### config.mk
export PLATFORM = sky130hd
export DESIGN_NAME = ctr_timer
export DESIGN_NICKNAME = d
export VERILOG_FILES = /design/src/rtl/ctr_timer.sv
export SDC_FILE = /design/constraint.sdc
export NUM_CORES = 1
export LEC_CHECK = 0
export CAP_MARGIN = 10
export CORE_ASPECT_RATIO = 2
export CORE_MARGIN = 10
export CORE_UTILIZATION = 30
export DETAILED_ROUTE_END_ITERATION = 8
export DONT_BUFFER_PORTS = 1
export GPL_TIMING_DRIVEN = 0
export HOLD_SLACK_MARGIN = 0.02
export SETUP_SLACK_MARGIN = 0.15
export SYNTH_ARGS = -nofsm -noshare
export SYNTH_HDL_FRONTEND = slang
export SYNTH_SLANG_ARGS = --single-unit
### constraint.sdc
create_clock -name clk -period 5 [get_ports clk]
set_input_delay 0.5 -clock clk [delete_from_list [all_inputs] [get_ports clk]]
set_output_delay 0.5 -clock clk [all_outputs]
set_load 0.005 [all_outputs]
### src/rtl/ctr_timer.sv
module ctr_timer #(
  parameter int CW = 16,
  parameter int PW = 4
) (
  input  logic            clk,
  input  logic            rst_n,
  input  logic [2:0]      mode,
  input  logic [CW/2-1:0] preload_hi,
  input  logic [CW/2-1:0] preload_lo,
  input  logic            start_stb,
  input  logic            stop_stb,
  input  logic            ext_in,
  input  logic            txa_clk,
  input  logic            txb_clk,
  input  logic [1:0]      op_sel,
  output logic [CW-1:0]   count_o,
  output logic            ready_o,
  output logic            wave_o,
  output logic            op3_o
);
  localparam logic [PW-1:0] PRE_TOP = {PW{1'b1}};
  localparam logic [CW-1:0] ONE = CW'(1);

  logic [2:0] sy_ext, sy_txa, sy_txb;
  logic [PW-1:0] pre_q;
  logic run_q;
  logic raw, div, tick, ld, adv, hit;
  logic is_tmr;
  logic [CW-1:0] pl;

  wire ext_r = sy_ext[1] & ~sy_ext[2];
  wire txa_r = sy_txa[1] & ~sy_txa[2];
  wire txb_r = sy_txb[1] & ~sy_txb[2];

  assign is_tmr = mode[2];
  assign pl     = {preload_hi, preload_lo};
  assign op3_o  = (op_sel == 2'b01) ? wave_o : 1'b1;

  always_comb begin
    raw = 1'b0;
    div = 1'b0;
    case (mode)
      3'b000: raw = ext_r;
      3'b001: raw = txa_r;
      3'b010: raw = txb_r;
      3'b011: begin raw = 1'b1; div = 1'b1; end
      3'b100: raw = ext_r;
      3'b101: begin raw = ext_r; div = 1'b1; end
      3'b110: raw = 1'b1;
      default: begin raw = 1'b1; div = 1'b1; end
    endcase
  end

  assign tick = div ? (raw && pre_q == PRE_TOP) : raw;
  assign ld   = start_stb && !stop_stb;
  assign adv  = !ld && run_q && tick && !(stop_stb && !is_tmr);
  assign hit  = adv && count_o == ONE;

  always_ff @(posedge clk or negedge rst_n) begin
    if (!rst_n) begin
      sy_ext <= '0;
      sy_txa <= '0;
      sy_txb <= '0;
    end else begin
      sy_ext <= {sy_ext[1:0], ext_in};
      sy_txa <= {sy_txa[1:0], txa_clk};
      sy_txb <= {sy_txb[1:0], txb_clk};
    end
  end

  always_ff @(posedge clk or negedge rst_n) begin
    if (!rst_n)   pre_q <= '0;
    else if (ld)  pre_q <= '0;
    else if (raw) pre_q <= pre_q + 1'b1;
  end

  always_ff @(posedge clk or negedge rst_n) begin
    if (!rst_n) begin
      count_o <= '0;
      run_q   <= 1'b0;
      wave_o  <= 1'b1;
    end else if (ld) begin
      count_o <= pl;
      run_q   <= 1'b1;
      wave_o  <= 1'b1;
    end else begin
      if (stop_stb && !is_tmr) run_q <= 1'b0;
      if (adv) begin
        if (is_tmr && count_o == ONE) begin
          count_o <= pl;
          wave_o  <= ~wave_o;
        end else begin
          count_o <= count_o - ONE;
        end
      end
    end
  end

  always_ff @(posedge clk or negedge rst_n) begin
    if (!rst_n)        ready_o <= 1'b0;
    else if (stop_stb) ready_o <= 1'b0;
    else if (hit)      ready_o <= 1'b1;
  end

  AST_STOP_CLEARS: assert property (@(posedge clk) disable iff (!rst_n) stop_stb |=> !ready_o);
  AST_IDLE_HOLD: assert property (@(posedge clk) disable iff (!rst_n) (!run_q && !start_stb) |=> $stable(count_o));
  AST_CTR_WAVE: assert property (@(posedge clk) disable iff (!rst_n) (!is_tmr && !start_stb) |=> $stable(wave_o));
  AST_TMR_RELOAD: assert property (@(posedge clk) disable iff (!rst_n)
    (is_tmr && run_q && tick && count_o == ONE && !start_stb) |=> (count_o == $past(pl) && wave_o != $past(wave_o)));
  AST_CTR_STEP: assert property (@(posedge clk) disable iff (!rst_n)
    (!is_tmr && run_q && tick && !start_stb && !stop_stb) |=> count_o == $past(count_o) - ONE);
endmodule

==> results.yml <==
routing:
  wl_met3_um: 455
  ant_nets: 0
  wl_met1_um: 1750
  dr.max_layer_used: "met4"
  dr_total_vias: 1444
  wl_um: 5130
  wl_per_cell_um: 20.3
  dr_wl_met2_um: 2800
  dr.first_iter.drc_count: 39
  viasPerCell: 5.71
  drc: 0
  dr.pass1.iters: 4
clock_tree:
  clkSlewWorstSetupHoldPaths_ns: 0.05
  clockBufferDepth: 2
  clk_latency_ns: 0.27
  cts_buffers: 5
  ctsResizeCount: 0
  cts_root_buffer: "clkbuf_16"
  post_cts_buffers: 0
  cts_tree: "done"
  cts_max_level: 2
  clock_sinks: 32
logic_synthesis:
  ys_ff_latch: 32
  netlist_area_mm2: 0.00176
  synthArstFlopShare_pct: 100
  syn_nets: 213
  synth_edf_count: 0
  yosys-top-cells-area: "dfrtp_1 44%, mux2i_1 4.5%, o21ai_0 4.5%, nor2_1 3.2%, a22oi_1 2.6%"
  synth-seq-area-share_pct: 45.5
  avgSynthCellArea_um2: 9.69
  synth_top_area_share_pct: 44.0
  yosysMostFrequentCell: "dfrtp_1"
  ys.flop_type: "dfrtp_1"
  yosys.area.top_type: "dfrtp_1"
  ys_warn_count: 0
  synth_top_cells_by_count: "31 x dfrtp_1, 16 x o21ai_0, 15 x nor2_1"
  synth.distinct_cells: 52
  synthCells: 182
grt:
  grt_pass1_vias: 1449
  grt_max_degree: 32
  grt_usage_pct: 11.2
  grt_pass1_wl_um: 8190
  grt_overflow_total: 0
  antenna_found_initial: 1
timing:
  slew_violations: 0
  tightest_slew_ns: 0.920
  fmax_mhz: 379
  layout_min_cycle_time_ns: 2.64
  setup-tns-final_ns: 0
  rsz0062_at_grt: "false"
  finalCritPeriodShare_pct: 52.8
  finalSetupViolations: 0
  slew_headroom_pct: 38.5
  hold_viol_final: 0
  skew_ns: 0.00206
  timing.hold.ws_ns: 0.0506
setup_path:
  crit_top_cell: "o21ai_0"
  path_cells: "inv_1, ha_1, or4b_1, or3_4, o21ai_0, clkbuf_1, o21ai_0, a211oi_1"
  endpoint_kind: "register"
  startpoint_type: "register"
  worstPathRequired_ns: 5.18
  cp_slowest_cell: "or4b_1"
  ff2ff_setup_slack_ns: 2.36
  cp.arrival_ns: 2.82
  rr_endpoint: "count_o[15]"
  critPathKind: "register to register"
  slowest_delay_ns: 0.46
  reg2reg_depth: 8
  worst-path-max-fanout: 10
  r2r_start: "count_o[1]"
floorplan:
  core_mm2: 0.00571
  dieArea_mm2: 0.00953
  boundaryPins: 47
  die-width_um: 74.2
  std_cell_rows: 39
  die_h_um: 128
  start_util_pct: 30.9
power:
  power_density_mw_per_mm2: 434
  power.leakage_nw: 0.809
  irDropWorstVdd_mv: 0.305
  power_uw: 873
final_layout:
  area_delta_synth_final_pct: 14.0
  final_cells: 253
  nNetsFinal: 221
  stdcell_area_mm2: 0.00201
  drive_gt1_share_pct: 14.1
placement:
  hpwlAfterDp_um: 3910
  portBuffers: 0
  postPlaceCellArea_mm2: 0.00184
  gp_congestion: 0.795
  dp_cells: 243
worst_hold_path:
  hold_path_class: "input port to async pin"
job:
  cap_violations: 0
status:
  status: "complete, no violations"
==> kinds of logic after synthesis <==
kind of cell               synth area share, %
and+or+nand+nor                           20.8
DFF                                       45.5
adders and majority gates                 2.13
muxes                                     7.09
xor gates and xnor gates                  1.49
buffers and inverters                     4.11
AOI/OAI and AO/OA                         18.9
==> how the worst max path moves through the flow <==
stage / slack, ns / from / endpoint / cells after the start
2_1_floorplan: 2.62 / count_o[1] / count_o[11] / 8
6_report: 2.36 / count_o[1] / count_o[15] / 8
3_5_place_dp: 2.36 / count_o[1] / count_o[15] / 8
4_1_cts: 2.31 / count_o[1] / count_o[15] / 8
3_3_place_gp: 2.30 / count_o[1] / count_o[15] / 8
5_1_grt: 2.08 / count_o[1] / count_o[15] / 8
==> timing repair <==
item / 4_1_cts / 5_1_grt
endpoints found under the setup margin: 0 / 0
hold endpoints to repair: 31 / 0
hold buffers: 1 / 0
==> placed cells by master (no fill, tap or decap), drive strengths merged, types with 2 or more instances in the layout <==
master,count
xnor2,2
or3b,2
o21a,3
or4,4
a211oi,2
nand4,2
o21ai,16
and3,2
a31oi,2
nor2,15
mux2,4
nor4,3
buf,3
ha,3
dfrtp,31
nand2,12
a21oi,6
o31ai,2
a22oi,6
inv,12
mux2i,8
nor3,6
nand3,5
clkinv,2
or3,4
clkbuf,10
o221ai,2
o22a,4
nor2b,3
nor3b,2
==> final cells by class <==
class / count / area [um2]
Inverter: 12 / 45.0
Timing Repair Buffer: 1 / 20.0
Clock buffer: 6 / 139
Tap cell: 61 / 76.3
Sequential cell: 32 / 802
Buffer: 6 / 27.5
Multi-Input combinational cell: 132 / 890
Fill cell: 566 / 3700
Clock inverter: 2 / 10.0
Antenna cell: 1 / 2.50
==> sequential cells by signal, summed over array words and instances (netlist names) <==
register / cells
sy_txa: 3
run_q: 1
pre_q: 4
ready_o: 1
sy_ext: 3
count_o: 16
sy_txb: 3
wave_o: 1
==> critical path: cells and delay by family, from the launching register on <==
family	cells	cell delay, ns
DFF	1	0.44
adders and majority gates	1	0.14
AOI/OAI and AO/OA	3	0.67
and+or+nand+nor	2	0.81
buffers and inverters	2	0.48
==> metal layers <==
layer  global-route usage (%)  vias up
met5                        0        -
met4                     5.52        0
met3                     4.31        5
met2                     19.6       42
met1                     11.0      704
li1                         -      693
==> report_power, final <==
| part | internal [mW] | switching (mW) | total (mW) |
|---|---|---|---|
| Sequential | 0.316 | 0.0925 | 0.409 |
| Clock | 0.196 | 0.106 | 0.302 |
| Combinational | 0.0727 | 0.0897 | 0.162 |
| Total | 0.585 | 0.289 | 0.873 |
==> per-stage QoR <==
stage	util [%]	worst slack, ns
2_1_floorplan	-	2.62
3_3_place_gp	32.2	2.30
3_5_place_dp	32.2	2.36
4_1_cts	35.2	2.31
5_1_grt	35.2	2.08
6_report	35.2	2.36
Note: power is estimated with default switching activity, not from simulation.
